==> src/rtl/net_diag_pkg.sv <==
package net_diag_pkg;
  typedef enum logic [1:0] {
    K_COUNT = 2'd0,
    K_ZEROS = 2'd1,
    K_ONES  = 2'd2,
    K_SPLIT = 2'd3
  } cfg_kind_e;

  typedef enum logic [2:0] {
    FC_NONE   = 3'd0,
    FC_SA0    = 3'd1,
    FC_SA1    = 3'd2,
    FC_OPEN   = 3'd3,
    FC_BRIDGE = 3'd4,
    FC_DETECT = 3'd5
  } fault_class_e;

  typedef enum logic [2:0] {
    PH_COUNT,
    PH_ZEROS,
    PH_ONES,
    PH_SPLIT,
    PH_HUNT_LO,
    PH_HUNT_HI
  } phase_e;

  typedef enum logic [1:0] {
    ST_IDLE,
    ST_ISSUE,
    ST_WAIT
  } seq_state_e;
endpackage

==> src/rtl/net_diag_pattern.sv <==
// Builds the per-net drive values for the current step.
module net_diag_pattern import net_diag_pkg::*; #(
  parameter int NUM_NETS = 8,
  parameter int IW = 3,
  parameter int CW = 4,
  parameter int PW = 4
) (
  input  phase_e                   phase,
  input  logic signed [PW-1:0]     pos,
  input  logic [IW-1:0]            split_bit,
  output logic [1:0]               kind,
  output logic [NUM_NETS-1:0]      nets
);

  // bit p of v, 0 when p is out of range
  function automatic logic pick(input logic [CW-1:0] v, input int p);
    logic r;
    r = 1'b0;
    for (int k = 0; k < CW; k++) if (p == k) r = v[k];
    return r;
  endfunction

  always_comb begin
    unique case (phase)
      PH_COUNT: kind = K_COUNT;
      PH_ZEROS: kind = K_ZEROS;
      PH_ONES:  kind = K_ONES;
      default:  kind = K_SPLIT;
    endcase
  end

  for (genvar gi = 0; gi < NUM_NETS; gi++) begin : g_net
    localparam logic [CW-1:0] CODE = CW'(gi + 1);
    localparam logic [CW-1:0] IDXW = CW'(gi);
    localparam logic [IW-1:0] IDX  = IW'(gi);
    logic on_d, on_p, val;
    always_comb begin
      on_d = IDX[split_bit];
      on_p = pick(IDXW, int'(pos));
      unique case (phase)
        PH_COUNT:   val = pick(CODE, int'(pos));
        PH_ZEROS:   val = 1'b0;
        PH_ONES:    val = 1'b1;
        PH_SPLIT:   val = on_p;
        PH_HUNT_LO: val = on_d | on_p;   // low only where bit d and bit p are both 0
        PH_HUNT_HI: val = on_d & ~on_p;  // high only where bit d is 1 and bit p is 0
        default:    val = 1'b0;
      endcase
    end
    assign nets[gi] = val;
  end

endmodule

==> src/rtl/net_diag_decode.sv <==
// Turns the counting pattern and the two uniform outcomes into a verdict.
module net_diag_decode import net_diag_pkg::*; #(
  parameter int IW = 3,
  parameter int CW = 4
) (
  input  logic [CW-1:0] pat,
  input  logic          zeros_fail,
  input  logic          ones_fail,
  output fault_class_e  cls,
  output logic [IW-1:0] idx,
  output logic [IW-1:0] det_idx,
  output logic          need_hunt
);

  function automatic logic [IW-1:0] code_to_idx(input logic [CW-1:0] code);
    return IW'(code - CW'(1));
  endfunction

  assign det_idx = code_to_idx(pat);

  always_comb begin
    need_hunt = 1'b0;
    unique case ({zeros_fail, ones_fail})
      2'b01: begin cls = FC_SA0;  idx = code_to_idx(pat);  end
      2'b10: begin cls = FC_SA1;  idx = code_to_idx(~pat); end
      2'b11: begin cls = FC_OPEN; idx = code_to_idx(pat);  end
      default: begin cls = FC_BRIDGE; idx = '0; need_hunt = 1'b1; end
    endcase
  end

endmodule

==> src/rtl/net_diag_seq.sv <==
module net_diag_seq import net_diag_pkg::*; #(
  parameter int NUM_NETS = 8,
  localparam int IW = $clog2(NUM_NETS),
  localparam int CW = $clog2(NUM_NETS + 2),
  localparam int PW = $clog2(CW + 1) + 1
) (
  input  logic                clk,
  input  logic                rst_n,
  input  logic                start,
  input  logic                diag_en,
  output logic                cfg_valid,
  input  logic                cfg_ready,
  output logic [1:0]          cfg_kind,
  output logic [NUM_NETS-1:0] cfg_nets,
  input  logic                res_valid,
  input  logic                res_fail,
  output logic                done,
  output logic                busy,
  output logic [2:0]          fault_class,
  output logic [IW-1:0]       net_a,
  output logic [IW-1:0]       net_b
);

  seq_state_e st_q, st_d;
  phase_e phase_q, phase_d;
  logic signed [PW-1:0] pos_q, pos_d;
  logic [IW-1:0] d_q, d_d, a_q, a_d, b_q, b_d, na_q, na_d, nb_q, nb_d;
  logic [CW-1:0] pat_q, pat_d, pat_nx;
  logic [IW-1:0] a_nx, b_nx;
  logic zeros_q, zeros_d, diag_q, diag_d, done_q, done_d;
  fault_class_e cls_q, cls_d;

  // named events for the checker
  logic start_take, desc_fire, res_take, finish_now;

  fault_class_e dec_cls;
  logic [IW-1:0] dec_idx, det_idx;
  logic dec_hunt;

  // next bit to probe below cur, stepping over the split bit
  function automatic int next_lo(input int cur, input int d);
    int n;
    n = cur - 1;
    if (n == d) n = n - 1;
    return n;
  endfunction

  function automatic logic [IW-1:0] lo_net(input logic [IW-1:0] a, input logic [IW-1:0] d);
    logic [IW-1:0] r;
    r = a;
    r[d] = 1'b0;
    return r;
  endfunction

  function automatic logic [IW-1:0] hi_net(input logic [IW-1:0] a, input logic [IW-1:0] b,
                                           input logic [IW-1:0] d);
    logic [IW-1:0] r;
    for (int k = 0; k < IW; k++) begin
      if (k > int'(d))       r[k] = a[k];
      else if (k == int'(d)) r[k] = 1'b1;
      else                   r[k] = b[k];
    end
    return r;
  endfunction

  net_diag_pattern #(.NUM_NETS(NUM_NETS), .IW(IW), .CW(CW), .PW(PW)) u_pat (
    .phase     (phase_q),
    .pos       (pos_q),
    .split_bit (d_q),
    .kind      (cfg_kind),
    .nets      (cfg_nets)
  );

  net_diag_decode #(.IW(IW), .CW(CW)) u_dec (
    .pat        (pat_nx),
    .zeros_fail (zeros_q),
    .ones_fail  (res_fail),
    .cls        (dec_cls),
    .idx        (dec_idx),
    .det_idx    (det_idx),
    .need_hunt  (dec_hunt)
  );

  assign start_take = (st_q == ST_IDLE) && start;
  assign desc_fire  = (st_q == ST_ISSUE) && cfg_ready;
  assign res_take   = (st_q == ST_WAIT) && res_valid;

  // outcome folded into the pattern / search bits of this step
  always_comb begin
    pat_nx = pat_q;
    a_nx   = a_q;
    b_nx   = b_q;
    for (int k = 0; k < CW; k++)
      if (phase_q == PH_COUNT && int'(pos_q) == k && res_fail) pat_nx[k] = 1'b1;
    for (int k = 0; k < IW; k++) begin
      if (phase_q == PH_HUNT_LO && int'(pos_q) == k) a_nx[k] = ~res_fail;
      if (phase_q == PH_HUNT_HI && int'(pos_q) == k) b_nx[k] = ~res_fail;
    end
  end

  always_comb begin : p_next
    logic fin;
    fault_class_e fcls;
    logic [IW-1:0] fa, fb, dn;
    int nl;
    st_d = st_q;   phase_d = phase_q; pos_d = pos_q; d_d = d_q;
    a_d = a_q;     b_d = b_q;         pat_d = pat_q; zeros_d = zeros_q;
    diag_d = diag_q; cls_d = cls_q;   na_d = na_q;   nb_d = nb_q;
    done_d = 1'b0;
    fin = 1'b0; fcls = FC_NONE; fa = '0; fb = '0; dn = '0; nl = 0;

    if (start_take) begin
      st_d = ST_ISSUE; phase_d = PH_COUNT; pos_d = '0; d_d = '0;
      a_d = '0; b_d = '0; pat_d = '0; zeros_d = 1'b0; diag_d = diag_en;
      cls_d = FC_NONE; na_d = '0; nb_d = '0;
    end else if (desc_fire) begin
      st_d = ST_WAIT;
    end else if (res_take) begin
      st_d = ST_ISSUE;
      unique case (phase_q)
        PH_COUNT: begin
          pat_d = pat_nx;
          if (int'(pos_q) == CW - 1) begin
            if (pat_nx == '0) fin = 1'b1;
            else if (!diag_q) begin fin = 1'b1; fcls = FC_DETECT; fa = det_idx; end
            else phase_d = PH_ZEROS;
          end else pos_d = pos_q + PW'(1);
        end
        PH_ZEROS: begin
          zeros_d = res_fail;
          phase_d = PH_ONES;
        end
        PH_ONES: begin
          if (dec_hunt) begin phase_d = PH_SPLIT; pos_d = PW'(IW - 1); end
          else begin fin = 1'b1; fcls = dec_cls; fa = dec_idx; end
        end
        PH_SPLIT: begin
          if (res_fail) begin
            dn  = IW'(pos_q);
            d_d = dn;
            nl  = next_lo(IW, int'(dn));
            if (nl >= 0) begin phase_d = PH_HUNT_LO; pos_d = PW'(nl); end
            else if (dn != '0) begin phase_d = PH_HUNT_HI; pos_d = PW'(int'(dn) - 1); end
            else begin
              fin = 1'b1; fcls = FC_BRIDGE;
              fa = lo_net(a_q, dn); fb = hi_net(a_q, b_q, dn);
            end
          end else if (pos_q == '0) fin = 1'b1;
          else pos_d = pos_q - PW'(1);
        end
        PH_HUNT_LO: begin
          a_d = a_nx;
          nl  = next_lo(int'(pos_q), int'(d_q));
          if (nl >= 0) pos_d = PW'(nl);
          else if (d_q != '0) begin phase_d = PH_HUNT_HI; pos_d = PW'(int'(d_q) - 1); end
          else begin
            fin = 1'b1; fcls = FC_BRIDGE;
            fa = lo_net(a_nx, d_q); fb = hi_net(a_nx, b_q, d_q);
          end
        end
        PH_HUNT_HI: begin
          b_d = b_nx;
          if (pos_q != '0) pos_d = pos_q - PW'(1);
          else begin
            fin = 1'b1; fcls = FC_BRIDGE;
            fa = lo_net(a_q, d_q); fb = hi_net(a_q, b_nx, d_q);
          end
        end
        default: fin = 1'b1;
      endcase
      if (fin) begin
        st_d = ST_IDLE; done_d = 1'b1; cls_d = fcls; na_d = fa; nb_d = fb;
      end
    end
    finish_now = fin;
  end

  always_ff @(posedge clk or negedge rst_n) begin
    if (!rst_n) begin
      st_q <= ST_IDLE;  phase_q <= PH_COUNT; pos_q <= '0; d_q <= '0;
      a_q <= '0;        b_q <= '0;           pat_q <= '0; zeros_q <= 1'b0;
      diag_q <= 1'b0;   cls_q <= FC_NONE;    na_q <= '0;  nb_q <= '0;
      done_q <= 1'b0;
    end else begin
      st_q <= st_d;     phase_q <= phase_d;  pos_q <= pos_d; d_q <= d_d;
      a_q <= a_d;       b_q <= b_d;          pat_q <= pat_d; zeros_q <= zeros_d;
      diag_q <= diag_d; cls_q <= cls_d;      na_q <= na_d;   nb_q <= nb_d;
      done_q <= done_d;
    end
  end

  assign cfg_valid   = (st_q == ST_ISSUE);
  assign busy        = (st_q != ST_IDLE);
  assign done        = done_q;
  assign fault_class = cls_q;
  assign net_a       = na_q;
  assign net_b       = nb_q;

endmodule

==> config.mk <==
export PLATFORM = sky130hd
export DESIGN_NAME = net_diag_seq
export DESIGN_NICKNAME = d
export VERILOG_FILES = /design/src/rtl/net_diag_pkg.sv /design/src/rtl/net_diag_pattern.sv /design/src/rtl/net_diag_decode.sv /design/src/rtl/net_diag_seq.sv
export SDC_FILE = /design/constraint.sdc
export NUM_CORES = 1
export LEC_CHECK = 0
export CORE_ASPECT_RATIO = 0.75
export CORE_MARGIN = 2
export CORE_UTILIZATION = 35
export CTS_CLUSTER_SIZE = 24
export DETAILED_ROUTE_END_ITERATION = 7
export GPL_TIMING_DRIVEN = 1
export PLACE_DENSITY = 0.52
export RECOVER_POWER = 25
export SYNTH_ARGS = -nofsm -noshare
export SYNTH_HDL_FRONTEND = slang
export SYNTH_SLANG_ARGS = --single-unit
==> constraint.sdc <==
create_clock -name clk -period 4.05 [get_ports clk]
set_input_delay 1.0125 -clock clk [delete_from_list [all_inputs] [get_ports clk]]
set_output_delay 1.0125 -clock clk [all_outputs]
set_load 0.01 [all_outputs]
== Word level (Yosys, flattened, before mapping) ==
Index checks and enable logic that the tools add are counted.
Word-level totals
  logic and storage cells: 340
  flip-flop bits (word level): 34
  input port bits: 7
  output and inout port bits: 22
Operators by class
  $add $sub $neg: 8
  mux-type cells: 197
  bitwise logic cells: 28
  equal/unequal tests: 32
  reductions and logical operators: 52
  order comparisons: 10
Operators by type and width (count)
  32-bit two-way mux: 10
  3-bit two-way mux: 63
  1-bit two-way mux: 77
  32-bit by 1-bit greater-or-equal comparator with 1-bit output, second input constant: 2
  4-bit two-way mux: 16
  3-bit case mux with 5 select lines: 3
  1-bit case mux with 5 select lines: 7
  32-bit zero test: 1
  4-bit case mux with 5 select lines: 1
  1-bit logical AND: 19
  3-bit != test, second input constant: 6
  3-bit case mux with 3 select lines: 2
  2-bit nonzero test: 9
  1-bit binary-select mux with 2-bit select: 8
  3-bit AND reduction: 5
  6-bit nonzero test: 2
  11-bit AND reduction: 1
  3-bit bitwise AND: 3
  3-bit zero test: 3
  3-bit by 2-bit != test with 1-bit output, second input constant: 3
  3-bit inverter: 3
  9-bit AND reduction: 1
  3-bit nonzero test: 3
  4-bit by 3-bit equality test with 1-bit output, second input constant: 2
  other kinds (38): 77

== Logic depth before layout (Yosys ltp) ==
Gate-level depths: netlist of the first run.
  word-level depth: 18
  depth in mapped cells: 13
  gate-level depth less buffers: 11

== Modules after synthesis ==
From an unflattened synthesis of the first run, not the netlist that was laid out.
Second synthesis, totals
  cells, all modules: 396
  area total of the unflattened synthesis: 3266.9 sq um
By module, submodules not included
  net_diag_seq: times used 1, area an instance 2661.3 sq um, cells an instance 302, seq. area each 825.8 sq um
  net_diag_pattern: times used 1, area an instance 485.5 sq um, cells an instance 75, seq. area each 0.0 sq um
  net_diag_decode: times used 1, area an instance 120.1 sq um, cells an instance 19, seq. area each 0.0 sq um

== Worst setup path before layout of the first run ==
OpenSTA, ideal clock, no wires.
  path type: register to output
  start point: register pos_q[0]
  end point: output port cfg_nets[1]
  path slack: 608 ps
  data required time: 3038 ps
  stages on the path, launching flop included: 11
  path buffers: 2
  data arrival time: 2429 ps
  path through: dfrtp_1 > buf_2 > inv_1 > ha_1 > or3b_2 > nor4_1 > o21ai_0 > and2_1 > o22ai_1 > and2_1 > buf_4
Between the ends
  longest elaborated chain between the ends: 8
  elaborated cells on any way between the ends: 15
  those cells by class: eq/ne: 3; mux: 8; bitwise: 3; reduce/logical: 1
RTL lines
  start, declared: RTL line net_diag_seq.sv:26  | logic signed [PW-1:0] pos_q, pos_d;
  start signal, assigned: RTL line net_diag_seq.sv:180  | st_q <= ST_IDLE; phase_q <= PH_COUNT; pos_q <= '0; d_q <= '0;
  start signal, assigned: RTL line net_diag_seq.sv:185  | st_q <= st_d; phase_q <= phase_d; pos_q <= pos_d; d_q <= d_d;
  32-bit zero test
  1-bit two-way mux (2 in a row): RTL line net_diag_pattern.sv:19  | for (int k = 0; k < CW; k++) if (p == k) r = v[k];
  1-bit two-way mux (2 in a row)
  1-bit inverter: RTL line net_diag_pattern.sv:46  | PH_HUNT_HI: val = on_d & ~on_p;
  1-bit bitwise AND: RTL line net_diag_pattern.sv:46
  1-bit case mux with 5 select lines (*): RTL line net_diag_pattern.sv:40  | unique case (phase)
  end, declared: RTL line net_diag_seq.sv:14  | output logic [NUM_NETS-1:0] cfg_nets,
Every way passes the cells marked *; elsewhere a longest branch is shown, timed or not.

== Final worst setup path of the first run ==
  start point: register pos_q[1]
  end point: output port cfg_nets[7]
Between the ends
  longest elaborated chain between the ends: 8
  elaborated cells on any way between the ends: 13
  those cells by class: eq/ne: 3; mux: 6; bitwise: 3; reduce/logical: 1
RTL lines (RTL line)
  32-bit zero test
  1-bit two-way mux: net_diag_pattern.sv:19
  1-bit two-way mux (2 in a row)
  1-bit two-way mux: net_diag_pattern.sv:19
  1-bit inverter: net_diag_pattern.sv:46
  1-bit bitwise AND: net_diag_pattern.sv:46
  1-bit case mux with 5 select lines (*): net_diag_pattern.sv:40
Marks and branches as above.

==> impl_results.html, run 1 <==
<table>
<tr><th>Metric</th><th>Value</th></tr>
<tr><th colspan="2">Pwr</th></tr>
<tr><td>Maximum vdd ir drop</td><td>0.372 mV</td></tr>
<tr><td>Combinational fraction of design power</td><td>60.9%</td></tr>
<tr><td>Sequential Power Share</td><td>21.5%</td></tr>
<tr><td>PwrDens</td><td>705 nW/µm²</td></tr>
<tr><td>Static power due to leakage</td><td>0.00142 µW</td></tr>
<tr><td>Internal power component</td><td>1400 µW</td></tr>
<tr><td>Switching fraction of total power</td><td>45.8%</td></tr>
<tr><td>Share of total power in the clock network</td><td>17.6%</td></tr>
<tr><td>Net Sw Power</td><td>1180 µW</td></tr>
<tr><th colspan="2">Global routing</th></tr>
<tr><td>Via count of the first global-routing pass</td><td>2963</td></tr>
<tr><td>Initial antenna violation count</td><td>0</td></tr>
<tr><td>Global-route wire length before repair</td><td>16.4 mm</td></tr>
<tr><td>Largest net degree at the start of global routing</td><td>34</td></tr>
<tr><td>Global route total overflow</td><td>0</td></tr>
<tr><td>GRT Util Overall</td><td>21.6%</td></tr>
<tr><th colspan="2">Timing</th></tr>
<tr><td>Max-slew headroom at the worst pin</td><td>-24.1%</td></tr>
<tr><td>Max Slew Vio Count</td><td>34</td></tr>
<tr><td>Min Tclk post-route</td><td>3.90 ns</td></tr>
<tr><td>Final Hold Fails</td><td>0</td></tr>
<tr><td>Actual slew at the worst max-slew pin</td><td>1.86 ns</td></tr>
<tr><td>Max Freq</td><td>257 MHz</td></tr>
<tr><td>Final worst path period share</td><td>96.2%</td></tr>
<tr><td>Setup Skew</td><td>0.00540 ns</td></tr>
<tr><td>Total Negative Setup Slacks</td><td>0 ns</td></tr>
<tr><td>Worst setup margin</td><td>0.152 ns</td></tr>
<tr><td>Final Setup Violations</td><td>0</td></tr>
<tr><td>Hold Slack</td><td>0.487 ns</td></tr>
<tr><td>RSZ-0062 raised after global routing</td><td>false</td></tr>
<tr><th colspan="2">Clock tree</th></tr>
<tr><td>TritonCTS sink count</td><td>33</td></tr>
<tr><td>Number of H-tree branching levels</td><td>2</td></tr>
<tr><td>Postcts setup bufs</td><td>0</td></tr>
<tr><td>CTS buffer count</td><td>5</td></tr>
<tr><td>Worst-path clk slew</td><td>0.06 ns</td></tr>
<tr><td>Largest buffer count on any clock path</td><td>2</td></tr>
<tr><td>Cell at the root of the clock tree</td><td>sky130_fd_sc_hd__clkbuf_16</td></tr>
<tr><td>Worst-skew pair later-pin latency</td><td>0.28 ns</td></tr>
<tr><td>Clock tree from TritonCTS</td><td>yes</td></tr>
<tr><td>Number of buffers added to fix hold violations after cts</td><td>0</td></tr>
<tr><th colspan="2">Min path</th></tr>
<tr><td>Critical hold path startpoint</td><td>fault_class[0]</td></tr>
<tr><td>Path type of the worst min-delay path</td><td>reg2reg</td></tr>
<tr><td>Hold Path End</td><td>fault_class[0]</td></tr>
<tr><td>Hold path depth</td><td>2</td></tr>
<tr><th colspan="2">Detailed routing</th></tr>
<tr><td>Number of vias per cell</td><td>6.02</td></tr>
<tr><td>Drt first pass iters</td><td>6</td></tr>
<tr><td>Number of vias in the routed layout</td><td>3135</td></tr>
<tr><td>WL per Instance</td><td>18.9 µm</td></tr>
<tr><td>Wirelength, routed</td><td>9.85 mm</td></tr>
<tr><td>Number of design rule violations left after detail routing</td><td>0</td></tr>
<tr><td>Drt initial violations</td><td>290</td></tr>
<tr><td>Antenna violation net count after detailed routing</td><td>0</td></tr>
<tr><th colspan="2">Yosys</th></tr>
<tr><td>EDFF count, synth</td><td>0</td></tr>
<tr><td>Post-Synthesis Cell Area</td><td>3050 µm²</td></tr>
<tr><td>Post-Syn Area per Cell</td><td>7.87 µm²</td></tr>
<tr><td>Cells after Synth</td><td>388</td></tr>
<tr><td>FFs w/ async S/R, synth</td><td>100%</td></tr>
<tr><td>Count of distinct cell types in the synthesized netlist</td><td>66</td></tr>
<tr><td>Flop and latch count out of synthesis</td><td>33</td></tr>
<tr><td>Net count of the mapped netlist</td><td>411</td></tr>
<tr><td>Warnings, synthesis</td><td>0</td></tr>
<tr><td>Proportion of synthesized chip area in sequential cells</td><td>27.0%</td></tr>
<tr><td>Main synth FF type</td><td>sky130_fd_sc_hd__dfrtp_1</td></tr>
<tr><th colspan="2">Critical path</th></tr>
<tr><td>Critical R2R Capture</td><td>fault_class[2]</td></tr>
<tr><td>Number of buffers and inverters on the critical path</td><td>3</td></tr>
<tr><td>Crit Path Category</td><td>reg2out</td></tr>
<tr><td>Series of cell instances along the critical path</td><td>inv_1 &gt; ha_1 &gt; buf_4 &gt; nor3b_4 &gt; o31ai_1 &gt; mux2i_1 &gt; nand2_1 &gt; a21oi_1 &gt; clkdlybuf4s50_1</td></tr>
<tr><td>Sort of element at the start of the critical path</td><td>register</td></tr>
<tr><td>Worst path top cell family by delay</td><td>buffers and inverters</td></tr>
<tr><td>Capturing element type of the critical path</td><td>output port</td></tr>
<tr><td>R2r setup slk</td><td>0.74 ns</td></tr>
<tr><td>Arrival time worst endpoint</td><td>2.89 ns</td></tr>
<tr><td>Biggest fanout along the worst timing path</td><td>6</td></tr>
<tr><td>CP Data Required Time</td><td>3.04 ns</td></tr>
<tr><td>R2R cell count</td><td>10</td></tr>
<tr><td>Origin of the critical flop-to-flop path</td><td>phase_q[1]</td></tr>
<tr><td>CP peak stage delay</td><td>0.56 ns</td></tr>
<tr><td>CP max stage cell</td><td>sky130_fd_sc_hd__clkdlybuf4s50_1</td></tr>
<tr><th colspan="2">Floorplanning</th></tr>
<tr><td>Initial cell density of the core</td><td>36.1%</td></tr>
<tr><td>Die Y-Extent</td><td>84.9 µm</td></tr>
<tr><td>Floorplan die width</td><td>112 µm</td></tr>
<tr><td>Standard cell core area</td><td>8450 µm²</td></tr>
<tr><td>Overall die area</td><td>9500 µm²</td></tr>
<tr><td>Row count</td><td>29</td></tr>
<tr><td>Ports</td><td>29</td></tr>
<tr><th colspan="2">Final layout</th></tr>
<tr><td>Area of combinational cells with multiple inputs</td><td>2020 µm²</td></tr>
<tr><td>Post-layout nets</td><td>435</td></tr>
<tr><td>Number of diodes</td><td>0</td></tr>
<tr><td>Synthesis-to-layout area growth</td><td>19.6%</td></tr>
<tr><td>Final-layout fill cell count</td><td>847</td></tr>
<tr><td>Combined flip-flop and latch cell area</td><td>826 µm²</td></tr>
<tr><td>Fraction of layout instances using a drive strength above 1</td><td>10.4%</td></tr>
<tr><th colspan="2">Run</th></tr>
<tr><td>Max-cap violation count</td><td>1</td></tr>
<tr><th colspan="2">Place</th></tr>
<tr><td>Placement Setup Slack</td><td>0.309 ns</td></tr>
<tr><td>DPL Wire Length</td><td>7.28 mm</td></tr>
<tr><td>Count of port buffers added during placement</td><td>28</td></tr>
<tr><td>RePlAce Congestion</td><td>0.965</td></tr>
<tr><th colspan="2">Outcome</th></tr>
<tr><td>Violations in the final reports</td><td>capacitance limit, slew limit</td></tr>
<tr><td>Outcome</td><td>complete, but fails checks</td></tr>
</table>
==> tightest hold or removal path: stages (launching register included) <==
cell                      delay, ns
sky130_fd_sc_hd__dfrtp_1       0.34
sky130_fd_sc_hd__nand2_1       0.05
sky130_fd_sc_hd__o31ai_1       0.06
==> placed cells by master, fill, tap and decap left out, types with 5 or more instances in the layout <==
cell type and instances:
sky130_fd_sc_hd__o211ai_1 7, sky130_fd_sc_hd__o31ai_1 10, sky130_fd_sc_hd__o21ai_0 35, sky130_fd_sc_hd__nor3b_1 5, sky130_fd_sc_hd__mux2i_1 7, sky130_fd_sc_hd__clkdlybuf4s50_1 27, sky130_fd_sc_hd__nand2_1 32, sky130_fd_sc_hd__nand3_1 10
sky130_fd_sc_hd__inv_1 18, sky130_fd_sc_hd__clkbuf_16 5, sky130_fd_sc_hd__and2_1 7, sky130_fd_sc_hd__a31oi_1 5, sky130_fd_sc_hd__nor4_1 6, sky130_fd_sc_hd__ha_1 15, sky130_fd_sc_hd__nor3_1 17, sky130_fd_sc_hd__buf_4 21
sky130_fd_sc_hd__dfrtp_1 33, sky130_fd_sc_hd__nor2_1 24, sky130_fd_sc_hd__a21oi_1 25, sky130_fd_sc_hd__o21a_1 5, sky130_fd_sc_hd__or3_1 15, sky130_fd_sc_hd__nor2b_1 5
==> metrics by stage <==
stage               cell area, µm²  util, %  total power, µW  cells
floorplan                     3050        -             1590    388
global placement              3450     40.8             2080    513
detailed placement            3450     40.8             2070    513
CTS                           3620     42.9             2530    521
global route                  3650     43.2             2760    521
finish                        3650     43.2             2580    521
==> synthesized netlist by cell type (4+ instances only) <==
cell,instances,area share (%)
sky130_fd_sc_hd__xnor2_1,4,1.1
sky130_fd_sc_hd__nor3_1,17,2.8
sky130_fd_sc_hd__or3_1,15,3.1
sky130_fd_sc_hd__a21o_1,4,0.98
sky130_fd_sc_hd__nor3b_1,5,1.2
sky130_fd_sc_hd__o31ai_1,10,2.5
sky130_fd_sc_hd__mux2i_1,7,2.3
sky130_fd_sc_hd__and2_1,7,1.4
sky130_fd_sc_hd__o21a_1,5,1.2
sky130_fd_sc_hd__o21ai_0,35,5.7
sky130_fd_sc_hd__inv_1,18,2.2
sky130_fd_sc_hd__nand2_1,33,4.1
sky130_fd_sc_hd__nand3_1,10,1.6
sky130_fd_sc_hd__dfrtp_1,33,27
sky130_fd_sc_hd__a211oi_1,4,0.98
sky130_fd_sc_hd__clkbuf_1,15,1.8
sky130_fd_sc_hd__o211ai_1,7,1.7
sky130_fd_sc_hd__a21oi_1,25,4.1
sky130_fd_sc_hd__nor4_1,7,1.4
sky130_fd_sc_hd__a31oi_1,5,1.0
sky130_fd_sc_hd__buf_2,5,0.82
sky130_fd_sc_hd__nor2b_1,5,1.0
sky130_fd_sc_hd__buf_4,8,2.0
sky130_fd_sc_hd__ha_1,16,6.6
sky130_fd_sc_hd__nor2_1,25,3.1
sky130_fd_sc_hd__a22oi_1,4,0.98
==> timing repair <==
item                       in CTS  in global routing
setup endpoints to repair       0                  5
hold endpoints to repair        0                  0
resized for setup               0                  7
==> cells by family after synthesis <==
group / Yosys count / share of synthesized area [%]
compound gates: 125 / 27.9
flops: 33 / 27.0
fa+ha+maj: 16 / 6.55
mux: 8 / 2.66
xor+xnor: 5 / 1.43
buf+inv: 51 / 7.95
simple gates: 150 / 26.5
==> flip-flops by register name, summed over array words and instances (netlist names) <==
register     flops
net_a            3
pos_q            4
net_b            3
d_q              3
b_q              2
fault_class      3
diag_q           1
st_q             2
pat_q            4
phase_q          3
done             1
a_q              3
zeros_q          1
==> how the worst max path moves through the flow <==
stage | slack (ns) | endpoint | cells past startpoint | from
finish | 0.15 | cfg_nets[7] | 9 | pos_q[1]
global route | 0.03 | cfg_nets[7] | 9 | pos_q[1]
CTS | 0.003 | cfg_nets[1] | 9 | pos_q[1]
detailed placement | 0.31 | cfg_nets[1] | 9 | pos_q[1]
global placement | 0.34 | cfg_nets[1] | 9 | pos_q[1]
floorplan | 0.61 | cfg_nets[1] | 10 | pos_q[0]
==> final cells by class <==
class | count | share of cell area (%)
clock inverters | 1 | 0.822
multi-input cells | 304 | 55.2
well taps | 108 | 3.70
repair buffers | 49 | 11.8
flip-flops and latches | 33 | 22.6
inverters | 19 | 1.95
clock buffers | 7 | 3.90
==> layer usage <==
metal,share of wire [%],track usage [%],vias up
met2,41,31.2,159
met1,48,33.1,1499
met4,0.77,4.38,0
met5,0,0,-
li1,-,-,1470
met3,9.5,4.36,7
==> power by group through the flow <==
stage | sequential, µW | clock [µW] | combinational, µW
finish | 554 | 454 | 1570
global route | 572 | 474 | 1710
CTS | 547 | 455 | 1530
global placement | 555 | 0 | 1520
detailed placement | 551 | 0 | 1520
floorplan | 506 | 0 | 1090
(Power assumes the default switching activity.)
==> run 2, diff against run 1 <==
--- a/config.mk
+++ b/config.mk
@@ -8,6 +8,7 @@
 export CORE_ASPECT_RATIO = 0.75
 export CORE_MARGIN = 2
 export CORE_UTILIZATION = 35
+export CTS_CLUSTER_DIAMETER = 40
 export CTS_CLUSTER_SIZE = 24
 export DETAILED_ROUTE_END_ITERATION = 7
 export GPL_TIMING_DRIVEN = 1
==> results of run 2 <==
The final DEF is identical to that of run 1; final timing and power are the same.
